$ cat src/rtl/ocmp_pkg.sv
package ocmp_pkg;
  localparam int unsigned COM_W = 2;

  typedef enum logic [COM_W-1:0] {
    OCM_HOLD   = 2'b00,
    OCM_TOGGLE = 2'b01,
    OCM_CLEAR  = 2'b10,
    OCM_SET    = 2'b11
  } ocm_e;

  function automatic logic ocm_next(input ocm_e mode, input logic cur);
    unique case (mode)
      OCM_HOLD:   return cur;
      OCM_TOGGLE: return ~cur;
      OCM_CLEAR:  return 1'b0;
      default:    return 1'b1;
    endcase
  endfunction
endpackage

$ cat src/rtl/ocmp_action_reg.sv
module ocmp_action_reg
  import ocmp_pkg::*;
(
  input  logic             clk_i,
  input  logic             rst_ni,
  input  logic             cmp_match_i,
  input  logic [COM_W-1:0] com_i,
  input  logic             pwm_mode_i,
  input  logic             force_i,
  input  logic             preset_we_i,
  input  logic             preset_data_i,
  output logic             state_o
);
  logic act;
  logic state_q, state_d;
  ocm_e mode;

  assign mode = ocm_e'(com_i);
  // force only counts outside PWM; a coincident match gives one action
  assign act  = cmp_match_i | (force_i & ~pwm_mode_i);

  always_comb begin
    state_d = state_q;
    if (act)              state_d = ocm_next(mode, state_q);
    else if (preset_we_i) state_d = preset_data_i;
  end

  always_ff @(posedge clk_i or negedge rst_ni) begin
    if (!rst_ni) state_q <= 1'b0;
    else         state_q <= state_d;
  end

  assign state_o = state_q;

  AST_HOLD_NOP: assert property (@(posedge clk_i) disable iff (!rst_ni)
    (act && com_i == 2'b00) |=> $stable(state_q));
  AST_IDLE_STABLE: assert property (@(posedge clk_i) disable iff (!rst_ni)
    (!cmp_match_i && !force_i && !preset_we_i) |=> $stable(state_q));
  AST_MATCH_TOGGLE: assert property (@(posedge clk_i) disable iff (!rst_ni)
    (cmp_match_i && com_i == 2'b01) |=> (state_q != $past(state_q)));
  AST_MATCH_CLEAR: assert property (@(posedge clk_i) disable iff (!rst_ni)
    (cmp_match_i && com_i == 2'b10) |=> !state_q);
  AST_MATCH_SET: assert property (@(posedge clk_i) disable iff (!rst_ni)
    (cmp_match_i && com_i == 2'b11) |=> state_q);
  AST_FORCE_SET: assert property (@(posedge clk_i) disable iff (!rst_ni)
    (force_i && !pwm_mode_i && com_i == 2'b11) |=> state_q);
  AST_FORCE_PWM_IGNORED: assert property (@(posedge clk_i) disable iff (!rst_ni)
    (force_i && pwm_mode_i && !cmp_match_i && !preset_we_i) |=> $stable(state_q));
  AST_PRESET_LOAD: assert property (@(posedge clk_i) disable iff (!rst_ni)
    (preset_we_i && !cmp_match_i && !(force_i && !pwm_mode_i)) |=> (state_q == $past(preset_data_i)));
  AST_MATCH_BEATS_PRESET: assert property (@(posedge clk_i) disable iff (!rst_ni)
    (cmp_match_i && preset_we_i && com_i == 2'b00) |=> $stable(state_q));
endmodule

$ cat src/rtl/ocmp_pin_mux.sv
module ocmp_pin_mux
  import ocmp_pkg::*;
(
  input  logic             clk_i,
  input  logic             rst_ni,
  input  logic [COM_W-1:0] com_i,
  input  logic             state_i,
  input  logic             dir_i,
  input  logic             port_data_i,
  output logic             pin_o,
  output logic             pin_oe_o
);
  logic owned;

  assign owned    = |com_i;
  assign pin_o    = owned ? state_i : port_data_i;
  assign pin_oe_o = dir_i;

  AST_PIN_PORT_PATH: assert property (@(posedge clk_i) disable iff (!rst_ni)
    (com_i == 2'b00) |-> (pin_o == port_data_i));
  AST_PIN_CMP_PATH: assert property (@(posedge clk_i) disable iff (!rst_ni)
    (com_i != 2'b00) |-> (pin_o == state_i));
endmodule

$ cat src/rtl/ocmp_pin_unit.sv
module ocmp_pin_unit
  import ocmp_pkg::*;
(
  input  logic             clk_i,
  input  logic             rst_ni,
  input  logic             cmp_match_i,
  input  logic [COM_W-1:0] com_i,
  input  logic             pwm_mode_i,
  input  logic             force_i,
  input  logic             dir_i,
  input  logic             port_data_i,
  input  logic             preset_we_i,
  input  logic             preset_data_i,
  output logic             pin_o,
  output logic             pin_oe_o
);
  logic state;

  ocmp_action_reg u_action (
    .clk_i         (clk_i),
    .rst_ni        (rst_ni),
    .cmp_match_i   (cmp_match_i),
    .com_i         (com_i),
    .pwm_mode_i    (pwm_mode_i),
    .force_i       (force_i),
    .preset_we_i   (preset_we_i),
    .preset_data_i (preset_data_i),
    .state_o       (state)
  );

  ocmp_pin_mux u_mux (
    .clk_i       (clk_i),
    .rst_ni      (rst_ni),
    .com_i       (com_i),
    .state_i     (state),
    .dir_i       (dir_i),
    .port_data_i (port_data_i),
    .pin_o       (pin_o),
    .pin_oe_o    (pin_oe_o)
  );

  AST_RESET_LOW: assert property (@(posedge clk_i)
    (!rst_ni && com_i != 2'b00) |-> !pin_o);
  AST_OE_FOLLOWS_DIR: assert property (@(posedge clk_i) disable iff (!rst_ni)
    pin_oe_o == dir_i);
endmodule

$ cat config.mk
export PLATFORM = sky130hd
export DESIGN_NAME = ocmp_pin_unit
export DESIGN_NICKNAME = d
export VERILOG_FILES = /design/src/rtl/ocmp_pkg.sv /design/src/rtl/ocmp_action_reg.sv /design/src/rtl/ocmp_pin_mux.sv /design/src/rtl/ocmp_pin_unit.sv
export SDC_FILE = /design/constraint.sdc
export NUM_CORES = 1
export LEC_CHECK = 0
export ABC_AREA = 1
export ABC_CLOCK_PERIOD_IN_PS = 1090
export BUFFER_PORTS_ARGS = -buffer_cell sky130_fd_sc_hd__clkbuf_2
export CAP_MARGIN = 40
export CORE_AREA = 2 2 39 41
export CTS_CLUSTER_SIZE = 25
export DETAILED_ROUTE_END_ITERATION = 8
export DIE_AREA = 0 0 41 43
export GPL_ROUTABILITY_DRIVEN = 0
export PLACE_DENSITY = 0.31
export SKIP_CTS_REPAIR_TIMING = 1
export SLEW_MARGIN = 20
export SYNTH_ARGS = -nofsm -noshare
export SYNTH_HDL_FRONTEND = slang
export SYNTH_SLANG_ARGS = --single-unit
$ cat constraint.sdc
create_clock -name clk_i -period 1.09 [get_ports clk_i]
set_clock_uncertainty 0.2 [all_clocks]
set_input_delay 0.0545 -clock clk_i [delete_from_list [all_inputs] [get_ports clk_i]]
set_output_delay 0.0545 -clock clk_i [all_outputs]
set_load 0.01 [all_outputs]
# Word level (Yosys, flattened, before mapping)
# Cells that the tools add are included.
# Widths: inputs -> output; s select.
dict set report totals {
  reg_bits 1
  in_bits 11
  out_inout_bits 2
  elab_cells 16
}
dict set report op_classes {
  eq_ne 3
  n_mux 4
  bitwise_logic 4
  reduce_logical 4
}
# op count
set op_table {}
lappend op_table {{$mux 1} 3}
lappend op_table {{$pmux 1 s3} 1}
lappend op_table {{$eq 2x1->1 const B} 1}
lappend op_table {{$eq 2x2->1 const B} 1}
lappend op_table {{$logic_not 2->1} 1}
lappend op_table {{$ne 2x2->1 const B} 1}
lappend op_table {{$not 1->1} 2}
lappend op_table {{$reduce_and 2->1} 1}
lappend op_table {{$reduce_bool 2->1} 1}
lappend op_table {{$reduce_or 2->1} 1}
lappend op_table {{$and 1x1->1} 1}
lappend op_table {{$or 1x1->1} 1}

# Depth between registers and ports, before layout
# Gate-level depths: netlist (run 1).
dict set report depth {
  depth_word 5
  depth_mapped 7
  mapped_depth_nobuf 7
}

# Cells and area by module
# From an unflattened synthesis (run 1), not the netlist that was laid out.
dict set report hier_totals {
  cells_unflattened 23
  hier_area_um2 122.6
}
# mod n_inst cells_each area_each_um2 seq_area_each_um2
set by_module_without_submodules {}
lappend by_module_without_submodules {ocmp_action_reg 1 18 98.8 25.0}
lappend by_module_without_submodules {ocmp_pin_mux 1 5 23.8 0.0}

# Worst setup path before layout (run 1)
# Ideal clock, no wire load.
dict set report synth_timing {
  kind {reg2reg}
  from {register u_action.state_q, in the netlist u_action.state_o}
  to {register u_action.state_q, in the netlist u_action.state_o}
  setup_ps 65
  t_arrival_ps 670
  required_time_ps 825
  setup_slack_ps 155
  stages_incl_launch_ff 6
  n_path_buf 0
  period_less_slack_ps 935
  path_cell_list {dfrtp_1 a21oi_2 nand2_1 nand2_1 inv_1 nand2_1}
}
dict set report synth_via {
  elab_chain_cells 3
}
# element line
set synth_lines {}
lappend synth_lines {{from (decl)} ocmp_action_reg.sv:15} ;# logic state_q, state_d;
lappend synth_lines {{from (signal assigned)} ocmp_action_reg.sv:30} ;# else state_q <= state_d;
lappend synth_lines {{$not 1->1} ocmp_pkg.sv:14} ;# OCM_TOGGLE: return ~cur;
lappend synth_lines {{$pmux 1 s3} ocmp_pkg.sv:12} ;# unique case (mode)
lappend synth_lines {{$mux 1} ocmp_action_reg.sv:24} ;# if (act) state_d = ocm_next(mode, state_q);
# No other way between the ends.
# A chain may end at the register's enable or synchronous reset.

# Worst setup path in the final report (run 1)
# Same ends and word-level chain as after synthesis.

==> run summary, run 1 <==
The flow ran to the end, and the final reports show no timing, DRC or antenna violations. For the final cell utilization of the core, the log shows 0.152. Max-cap violations in this run came to 0. The logs give 299 um for the routed wire length and 0.0000830 W for the internal power summed over all cells. For the total overflow reported by the global router, the log shows 0. The share of power burned in combinational logic came out at 0.596. Across the VDD grid, the largest voltage drop is 0.204 mV. In this run the count of I/O pins placed on the die edge is 13. The setup path with the least slack is of type reg -> reg. For the sequential element share of the synthesized area, the log shows 0.208. The share of the cycle needed by the critical path after routing came out at 0.891. In this run the power spent charging and discharging nets is 0.0000378 W.

Antenna diode instance count: 0. After routing, the total negative slack on setup checks comes to 0 ns. The worst setup path is launched from a flop. The starting density of the core is 0.0868, and the overall die area is 1760 um^2. The final critical delay including setup and external delays is 0.971 ns, and the flop and latch count out of synthesis is 1.

The switching power as a share of total power is 0.313. The maximum number of pins on one net before global-route repair was 4. In this run the remaining antenna-violating nets after routing total 0. The wire length per cell works out to 6.10 um. The maximum fanout count along the critical path is 3. After synthesis the cells add up to 120 um^2. In this run the worst hold path is classified as in -> async. Relative to the synthesized area, the layout overhead comes to 75.0%.

For this run, the top clock speed supported by timing is 1030 MHz. For this run, the post-layout net count is 46. Dividing total power by cell area gives a power density of 574 nW/um^2. The count of buffers inserted at the top-level ports is 10.

The instance count of the mapped netlist came out at 21. The tools report the number of hold-slack violations in the final timing report as 0. Final worst hold slack: 0.173 ns. The max-slew violation count is 0, and the part of the power in the clock network is 0.

Data arrives at the worst endpoint at 0.71 ns. For the leakage power figure, the log shows 0.128 nW. For the worst-skew pair, the clock arrives at the later sink with an insertion delay of 0 ns. The detailed-route vias per instance is 3.35, and the synthesized net count is 32. Detailed-router iteration count before antenna repair: 2.

The run gives 146 as the number of global-route vias before repair. The sequential cell fraction of total power came out at 0.404. Setup repair after global routing left no endpoint under its margin. The HPWL after detailed placement is 274 um. After clock tree synthesis, the clock-pin slew on the worst setup and hold paths is 0 ns. After detailed routing, the number of remaining DRC violations is 0. In this run the standard cell core region covers 1380 um^2. The tightest slew margin relative to the limit was 0.917. At the worst endpoint, the required time is 0.82 ns.

The vias after detailed routing is 164, and the floorplan die height is 43 um. The worst setup path is captured at a flop. The share of final-layout standard cells stronger than drive strength 1 is 0.455, and the yosys synthesis warning count is 0.

The floorplan step set the die width to 41 um. The floorplan row count was 14; the first-pass GRT wire length was 476 um. Number of distinct library cell variants in the gate-level netlist after synthesis: 9. For the pin with the worst max-slew slack, the measured transition is 0.124 ns. Setup violations remaining at the end of the flow were counted as 0.

The total track usage came out at 0.0350. The number of flip-flops in the largest register is 1, and the number of design-rule violations left by the first detailed-router iteration is 1. The average footprint of a synthesized cell was 5.72 um^2. The number of antenna violations at the first check in global routing came out at 0.
[final timing paths]
kind	start	end	slack, ns	depth (start not counted)
worst max-delay path	u_action.state_o	u_action.state_o	0.12	5
worst min-delay path	rst_ni	u_action.state_o	0.17	2
worst max register to register	u_action.state_o	u_action.state_o	0.12	5
worst min register to register	u_action.state_o	u_action.state_o	0.44	3
max in group asynchronous	rst_ni	u_action.state_o	0.43	2
min in group clk_i	preset_data_i	u_action.state_o	0.19	5
[cell families (layout without fill, tap and decap cells)]
group,Yosys count,after routing,synth area share
and+or+nand+nor,13,13,0.500
buffers and inverters,6,18,0.219
AOI/OAI and AO/OA,1,1,0.0729
DFF,1,1,0.208
[power groups by stage]
stage	combinational, W	clock [W]	sequential [W]
after global placement	0.0000592	0	0.0000484
final	0.0000720	0	0.0000487
after CTS	0.0000586	0	0.0000487
after floorplan	0.0000362	0	0.0000480
after detailed placement	0.0000584	0	0.0000487
after global routing	0.0000819	0	0.0000499
[routing by layer]
layer,vias to the layer above,GRT usage,wire length (um)
met5,-,0,0
met4,0,0,0
met3,0,0,14
met2,4,0.0656,160
met1,73,0.0446,124
li1,87,-,-
[cell usage in the layout, fill, tap and decap left out, drive strengths merged]
cell type	instances
clkbuf	10
nand2	9
inv	5
nand3	3
dlygate4sd3	2
nand4	1
a21oi	1
buf	1
dfrtp	1
[final cells by class]
class / instances / area [um^2]
sequential: 1 / 25.0
timing repair buffer: 13 / 77.6
inverter: 5 / 18.8
multi-input combinational: 14 / 68.8
fill: 170 / 1170
tap: 16 / 20.0
[Yosys cell counts]
master                    n  area, um^2
sky130_fd_sc_hd__nand2_1  7        26.3
sky130_fd_sc_hd__nand4_1  1        6.26
sky130_fd_sc_hd__inv_1    4        15.0
sky130_fd_sc_hd__inv_2    1        3.75
sky130_fd_sc_hd__nand3_1  3        15.0
sky130_fd_sc_hd__dfrtp_1  1        25.0
sky130_fd_sc_hd__buf_4    1        7.51
sky130_fd_sc_hd__a21oi_2  1        8.76
sky130_fd_sc_hd__nand2_2  2        12.5
[critical path, cell delays in order, from the launching register on]
cell and delay, ns:
sky130_fd_sc_hd__dfrtp_1 0.38, sky130_fd_sc_hd__a21oi_2 0.13, sky130_fd_sc_hd__nand2_1 0.06, sky130_fd_sc_hd__nand2_1 0.06
sky130_fd_sc_hd__inv_1 0.03, sky130_fd_sc_hd__nand2_1 0.04
[metrics by stage]
step	worst slack, ns	power (W)	cell area [um^2]	std cells
6_report	0.119	0.000121	210	49
5_1_grt	0.00484	0.000132	210	49
4_1_cts	0.107	0.000107	183	46
3_5_place_dp	0.109	0.000107	183	46
3_3_place_gp	0.107	0.000108	183	46
2_1_floorplan	0.155	0.0000841	120	21
Note: power is estimated with default switching activity, not from simulation.
==> inputs of run 2 (changes only) <==
--- a/config.mk
+++ b/config.mk
@@ -15,6 +15,7 @@
 export DIE_AREA = 0 0 41 43
 export GPL_ROUTABILITY_DRIVEN = 0
 export PLACE_DENSITY = 0.31
+export SETUP_SLACK_MARGIN = 0.4
 export SKIP_CTS_REPAIR_TIMING = 1
 export SLEW_MARGIN = 20
 export SYNTH_ARGS = -nofsm -noshare
==> run 2 against run 1 <==
Compared with the run above: the flow now finishes with violations (hold timing); register-to-register slack improved by 0.02 ns; via count decreased by 4.9%; total power decreased by 2.4%; fmax increased by 2.1%; sequential power decreased by 0.8%.
==> run summary, run 2 (synthesis results as in run 1) <==
The flow ran to the end, but the final reports show violations. The final reports fail on hold timing. Share of final-layout standard cells stronger than drive strength 1: 0.500 (+0.0455).

The tools report the highest attainable clock frequency as 1050 MHz (+2.1%). The final critical delay including setup and external delays works out to 0.951 ns (-0.0196 ns). For the number of design-rule violations left by the first detailed-router iteration, the log shows 0 (-1). Tracing the worst setup path back leads to its startpoint at u_action.state_o. The logs give 0 ns (unchanged) for the final setup TNS and 0 (unchanged) for the remaining design rule violation count. The max-slew violation count was 0 (unchanged); the arrival time of the worst setup path was 0.63 ns (-0.08 ns). The final worst hold slack is -0.0910 ns (-0.264 ns).

The leakage power figure was 0.124 nW (-3.3%). The logs give 0 (unchanged) for the total setup violations reported at the end of the flow and 0 (unchanged) for the number of antenna violations at the first check in global routing. The maximum number of pins on one net before global-route repair was 4 (unchanged); the standard cell core area was 1380 um^2 (unchanged). The run gives 0 ns (unchanged) as the clock latency on the worst-skew pair. The routed wire length came out at 279 um (-6.7%). The overall die area came out at 1760 um^2 (unchanged).

Walking the worst path, the cells encountered are buf_4 -> nand3_1 -> nand2_1. The count of buffers inserted at the top-level ports came out at 10 (unchanged). The tightest slew margin relative to the limit was 0.930 (+0.0122).

The worst setup margin is 0.139 ns (+0.0196 ns). Slew at the pin closest to its max-slew limit: 0.106 ns (-0.0179 ns). The floorplan row count was 14 (unchanged). The floorplan die height works out to 43 um (unchanged).

The commonest non-fill, non-tap cell in the layout is sky130_fd_sc_hd__clkbuf_2. The kind of start point of the critical path is a flop. The number of antenna-violating nets in the routed design came out at 0 (unchanged).

Setup repair after global routing could not meet its margin everywhere. The critical path's top delay family is flip-flops. Worst-case reg-to-reg path depth: 3 (-2). The worst register-to-register path ends at u_action.state_o.

The tools report the first-pass GRT wire length as 414 um (-13%). The number of hold-slack violations in the final timing report was 1 (+1). The post-layout instance area came out at 203 um^2 (-3.6%). The critical path is of the reg -> reg type. The detailed-router iteration count before antenna repair is 1 (-1). Critical path's slowest cell: sky130_fd_sc_hd__dfrtp_1. The tools report the number of global-route vias before repair as 140 (-4.1%). The worst setup path is captured at a flop. The critical path ends at u_action.state_o. The number of flip-flops in the largest register is 1 (unchanged), and the total track usage is 0.0310 (-0.00400).

The run gives 156 (-4.9%) as the vias after detailed routing. The logs give 0.182 mV (-11%) for the largest voltage drop on the vdd net and 0.139 ns (+0.0297 ns) for the worst setup slack before clock tree synthesis. The floorplan die width is 41 um (unchanged), and the number of nets in the layout is 45 (-2.2%). The count of pins on the block boundary is 13 (unchanged), and the antenna diode instance count is 0 (unchanged). The worst path buffer plus inverter count is 1 (unchanged), and the delay of the slowest cell on the worst path is 0.38 ns (about the same).

The starting density of the core is 0.0868 (unchanged). The estimated wirelength of the detail-placed design came out at 267 um (-2.4%). The internal reg-to-reg setup slack came out at 0.14 ns (+0.02 ns).

The run gives 0 (unchanged) as the total overflow reported by the global router. The path category of the worst min-delay check is in -> out. The clock input transition at the sequential cells of the worst setup and hold paths is 0 ns (unchanged). The tools report the startpoint of the worst hold path as dir_i. Placement-stage cell area: 185 um^2 (+1.4%).

The synthesis-to-finish area growth was 68.7%; the number of logic stages on the critical path including buffering was 3 (-2). The power density of the placed cells was 581 nW/um^2 (+1.2%); the wire length per cell was 5.81 um (-4.7%). Maximum fanout count along the critical path: 3 (unchanged). The logs give 0.77 ns (-0.05 ns) for the required time of the worst setup path and 0 (unchanged) for the number of maximum-capacitance violations. The detailed-route vias per instance works out to 3.25 (-2.9%). In the layout the commonest cells are 10 x sky130_fd_sc_hd__clkbuf_2, 6 x sky130_fd_sc_hd__nand2_1, 4 x sky130_fd_sc_hd__inv_1. The share of the cycle needed by the critical path after routing came out at 0.873 (-0.0180). Startpoint of the worst-slack reg-to-reg timing path: u_action.state_o.
[run 2: changes by cell type in the layout (fill, tap and decap cells not counted), sizes merged]
cell	change
dlygate4sd3	-1
[run 2: worst min-delay path by stage]
stage,to,cells after the start,slack [ns]
detailed placement,u_action.state_o,1,-0.37
global route,pin_oe_o,0,-0.09
CTS,u_action.state_o,1,-0.37
global placement,u_action.state_o,1,-0.37
floorplan,u_action.state_o,0,-0.44
finish,pin_oe_o,0,-0.09
[run 2: worst register-to-register path: cells and delay by family (launching register included)]
kind / cells / cell delay [ns]
flops: 1 / 0.38
buf+inv: 1 / 0.14
simple gates: 2 / 0.12
[run 2: power breakdown]
part / total, W / switching (W) / internal [W]
clock: 0 / 0 / 0
combinational: 0.0000696 / 0.0000321 / 0.0000375
sequential: 0.0000483 / 0.00000472 / 0.0000435
[run 2: metrics by stage]
stage | hold WS [ns] | instances | utilization | power, W
global route | -0.0909 | 48 | 0.146 | 0.000129
floorplan | -0.441 | 21 | - | 0.0000859
detailed placement | -0.367 | 46 | 0.134 | 0.000109
finish | -0.0910 | 48 | 0.146 | 0.000118
global placement | -0.367 | 46 | 0.134 | 0.000109
CTS | -0.367 | 46 | 0.134 | 0.000109
[run 2: final cells by class]
type	instances	area [um^2]
well taps	16	20.0
repair buffers	12	67.6
multi-input cells	14	71.3
flip-flops and latches	1	25.0
inverters	5	18.8
fillers	164	1180
[run 2: metal layers]
metal | wire length, um | GRT usage | up-vias
li1 | - | - | 85
met1 | 107 | 0.0287 | 68
met2 | 156 | 0.0688 | 3
met3 | 15 | 0 | 0
met4 | 0 | 0 | 0
met5 | 0 | 0 | -
==> inputs of run 3 (changes only) <==
--- a/config.mk
+++ b/config.mk
@@ -15,9 +15,11 @@
 export DIE_AREA = 0 0 41 43
 export GPL_ROUTABILITY_DRIVEN = 0
 export PLACE_DENSITY = 0.31
+export REMOVE_ABC_BUFFERS = 1
 export SETUP_SLACK_MARGIN = 0.4
 export SKIP_CTS_REPAIR_TIMING = 1
 export SLEW_MARGIN = 20
 export SYNTH_ARGS = -nofsm -noshare
 export SYNTH_HDL_FRONTEND = slang
+export SYNTH_HIERARCHICAL = 1
 export SYNTH_SLANG_ARGS = --single-unit
==> run 3 against run 2 <==
Compared with the run above: the flow still finishes with violations (hold timing); total power rose by 18%; critical path depth is 2 higher; global-route usage down 0.20 points; routed wire length grew 4.7%; final cell count grew 4.2%; sequential share of layout area fell by 1.7 points; hold slack about the same; die area is the same; largest cell class unchanged; highest routed layer unchanged.
==> run summary, run 3 <==
The count of buffers inserted at the top-level ports came out at 10 (unchanged). The final reports fail on hold timing. The synthesis-to-finish area growth works out to 90.8%. The startpoint identified for the worst register-to-register timing path is u_action/state_o.

The tools report the number of distinct library cell variants in the gate-level netlist after synthesis as 9 (unchanged). Among all cell types in the netlist, the one instantiated most often is sky130_fd_sc_hd__nand2_1. The run gives 0.0900 ns (-0.0492 ns) as the worst setup slack before clock tree synthesis. The logs give 0.0290 (-0.00200) for the total track usage and 0.11 ns (-0.03 ns) for the internal reg-to-reg setup slack. The tightest slew margin relative to the limit was 0.900 (-0.0292).

The flow ran to the end, but the final reports show violations. The sequential element share of the synthesized area was 0.204 (-0.00425). In the synthesized netlist, the cells that appear most often are 9 x sky130_fd_sc_hd__nand2_1, 4 x sky130_fd_sc_hd__inv_1, 4 x sky130_fd_sc_hd__nand3_1.

The slowest stage of the critical path belongs to the cell sky130_fd_sc_hd__dfrtp_1. The yosys synthesis warning count is 6 (+6), and the top cell type's share of synthesized area is 0.276 (+0.0568). For the number of hold-slack violations in the final timing report, the log shows 1 (unchanged).

The run gives 0.110 ns (-0.0289 ns) as the worst setup margin. The worst setup path is launched from a flop. For the number of global-route vias before repair, the log shows 120 (-14%). Leaving out fill and tap cells, the most frequent cell in the layout is sky130_fd_sc_hd__clkbuf_2. The path with the worst hold slack has its endpoint at pin_oe_o. The placed instance count was 48 (+4.3%). The flop and latch count out of synthesis is 1 (unchanged), and the total setup violations reported at the end of the flow is 0 (unchanged).

The startpoint identified for the worst hold timing path is dir_i. The number of flip-flops in the largest register is 1 (unchanged). In this run the critical register-to-register path is captured at u_action/state_o. The switching power as a share of total power was 0.334 (+0.0217); the layout filler cell count was 168 (+2.4%). The cell depth of the worst hold path is 0 (unchanged).

The library cells used most frequently in the layout, excluding fill and tap cells, are 9 x sky130_fd_sc_hd__clkbuf_2, 6 x sky130_fd_sc_hd__nand2_1, 4 x sky130_fd_sc_hd__inv_1. Final critical delay including setup and external delays: 0.980 ns (+0.0289 ns). The number of maximum-capacitance violations was 0 (unchanged); the share of final-layout standard cells stronger than drive strength 1 was 0.529 (+0.0294). The number of design-rule violations left by the first detailed-router iteration is 0 (unchanged). The average footprint of a synthesized cell is 5.33 um^2 (-6.8%). Total chip power: 0.000139 W (+18%).

Mapped cell area: 123 um^2 (+2.1%). Clock input transition at the sequential cells of the worst setup and hold paths: 0 ns (unchanged). The estimated wirelength of the detail-placed design is 263 um (-1.6%). The run gives 14 (unchanged) as the floorplan row count. Number of nets in the layout: 47 (+4.4%).

The clock latency on the worst-skew pair was 0 ns (unchanged). The async set-or-reset flop fraction in the synthesized netlist came out at 1.00 (unchanged). Setup repair after global routing could not meet its margin everywhere.

The delay of the slowest cell on the worst path works out to 0.34 ns (-0.04 ns). The share of the cycle needed by the critical path after routing came out at 0.899 (+0.0265). The total overflow reported by the global router came out at 0 (unchanged).

For the internal power summed over all cells, the log shows 0.0000928 W (+14%). By area the synthesized netlist is led by sky130_fd_sc_hd__nand2_1 28%, sky130_fd_sc_hd__dfrtp_1 20%, sky130_fd_sc_hd__nand3_1 16%, sky130_fd_sc_hd__inv_1 12%, sky130_fd_sc_hd__buf_4 6.1%. The worst-case reg-to-reg path depth came out at 5 (+2). The number of cells in the finished layout apart from fillers was 50 (+4.2%). Arrival time of the worst setup path: 0.66 ns (+0.03 ns). The wire length per cell is 5.84 um (+0.47%).

The critical path's top delay family was flip-flops. In the synthesized netlist the dominant register cell turns out to be sky130_fd_sc_hd__dfrtp_1. The power density of the placed cells was 595 nW/um^2 (+2.4%); the overall die area was 1760 um^2 (unchanged). The floorplan die height came out at 43 um (unchanged). The instance count of the mapped netlist was 23 (+9.5%); the final worst hold slack was -0.0910 ns (+0.00000730 ns).

The maximum fanout count along the critical path is 3 (unchanged), and the leakage power figure is 0.137 nW (+11%). The number of enable flip-flop cells after synthesis works out to 0 (unchanged). Critical path capture point type: a flop. The required time of the worst setup path was 0.77 ns (about the same); the count of pins on the block boundary was 13 (unchanged). The floorplan die width is 41 um (unchanged).

The tools report the number of antenna violations at the first check in global routing as 0 (unchanged). The antenna diode instance count is 0 (unchanged), and the first-pass GRT wire length is 393 um (-5.1%). The largest total area in the synthesized netlist belongs to sky130_fd_sc_hd__nand2_1. The maximum number of pins on one net before global-route repair is 5 (+1). Share of power burned in combinational logic: 0.650 (+0.060).

The critical path goes through nand2_1 -> nand2_1 -> nand3_2 -> nand3_2 -> nand2_2. The logs give 0.0886 (+0.00181) for the starting density of the core and 0 (unchanged) for the part of the power in the clock network. The min-delay analysis places its worst path in the category in -> out.

For the max-slew violation count, the log shows 0 (unchanged). The tools report the sequential cell fraction of total power as 0.350 (-0.060). The slew at the pin closest to its max-slew limit came out at 0.149 ns (+0.0435 ns). The routed wire length is 292 um (+4.7%).

The highest attainable clock frequency is 1020 MHz (-2.9%). The detailed-route vias per instance came out at 3.36 (+3.4%). The logs give 0.167 mV (-8.3%) for the largest voltage drop on the vdd net and 0 (unchanged) for the remaining design rule violation count. The power spent charging and discharging nets was 0.0000465 W (+26%).

Worst path buffer plus inverter count: 0 (-1). The tools report the detailed-router iteration count before antenna repair as 1 (unchanged). The logs give 0 ns (unchanged) for the final setup TNS and 168 (+7.7%) for the vias after detailed routing.

The critical path is of the reg -> reg type. The number of antenna-violating nets in the routed design came out at 0 (unchanged). Standard cell core area: 1380 um^2 (unchanged).
## run 3: worst register-to-register path, delay by kind of cell (launching register included)
| family | cells | cell delay (ns) |
|---|---|---|
| DFF | 1 | 0.34 |
| and+or+nand+nor | 5 | 0.32 |
## run 3: worst max-delay path by stage
stage | slack, ns | start | endpoint | depth (start not counted)
after detailed placement | 0.09 | u_action/state_o | u_action/state_o | 5
after CTS | 0.09 | com_i[0] | u_action/state_o | 6
after global routing | 0.04 | u_action/state_o | u_action/state_o | 5
final | 0.11 | u_action/state_o | u_action/state_o | 5
after floorplan | 0.17 | u_action/state_o | u_action/state_o | 5
after global placement | 0.09 | u_action/state_o | u_action/state_o | 5
## run 3: cell type report
cell class / count / area [um^2] / share of cell area
inverters: 4 / 15.0 / 0.0642
well taps: 16 / 20.0 / 0.0856
repair buffers: 12 / 73.8 / 0.316
flip-flops and latches: 1 / 25.0 / 0.107
multi-input cells: 17 / 100 / 0.428
## run 3: power groups by stage
stage	clock [W]	sequential (W)	combinational, W
3_5_place_dp	0	0.0000495	0.0000631
5_1_grt	0	0.0000500	0.000101
4_1_cts	0	0.0000494	0.0000634
2_1_floorplan	0	0.0000476	0.0000346
3_3_place_gp	0	0.0000495	0.0000625
6_report	0	0.0000487	0.0000906
## run 3: kinds of logic after synthesis
logic type | after synthesis | synth area share
buf+inv | 5 | 0.184
simple gates | 16 | 0.571
compound gates | 1 | 0.0408
flops | 1 | 0.204
## run 3: stage by stage
step	area (um^2)	util
after detailed placement	185	0.134
after floorplan	115	-
after global placement	185	0.134
after CTS	185	0.134
final	234	0.169
after global routing	234	0.169
## run 3: metal layers
| metal | vias to the layer above | wire length (um) | track usage |
|---|---|---|---|
| li1 | 92 | - | - |
| met1 | 72 | 122 | 0.0382 |
| met2 | 4 | 155 | 0.0531 |
| met3 | 0 | 14 | 0 |
| met4 | 0 | 0 | 0 |
| met5 | - | 0 | 0 |
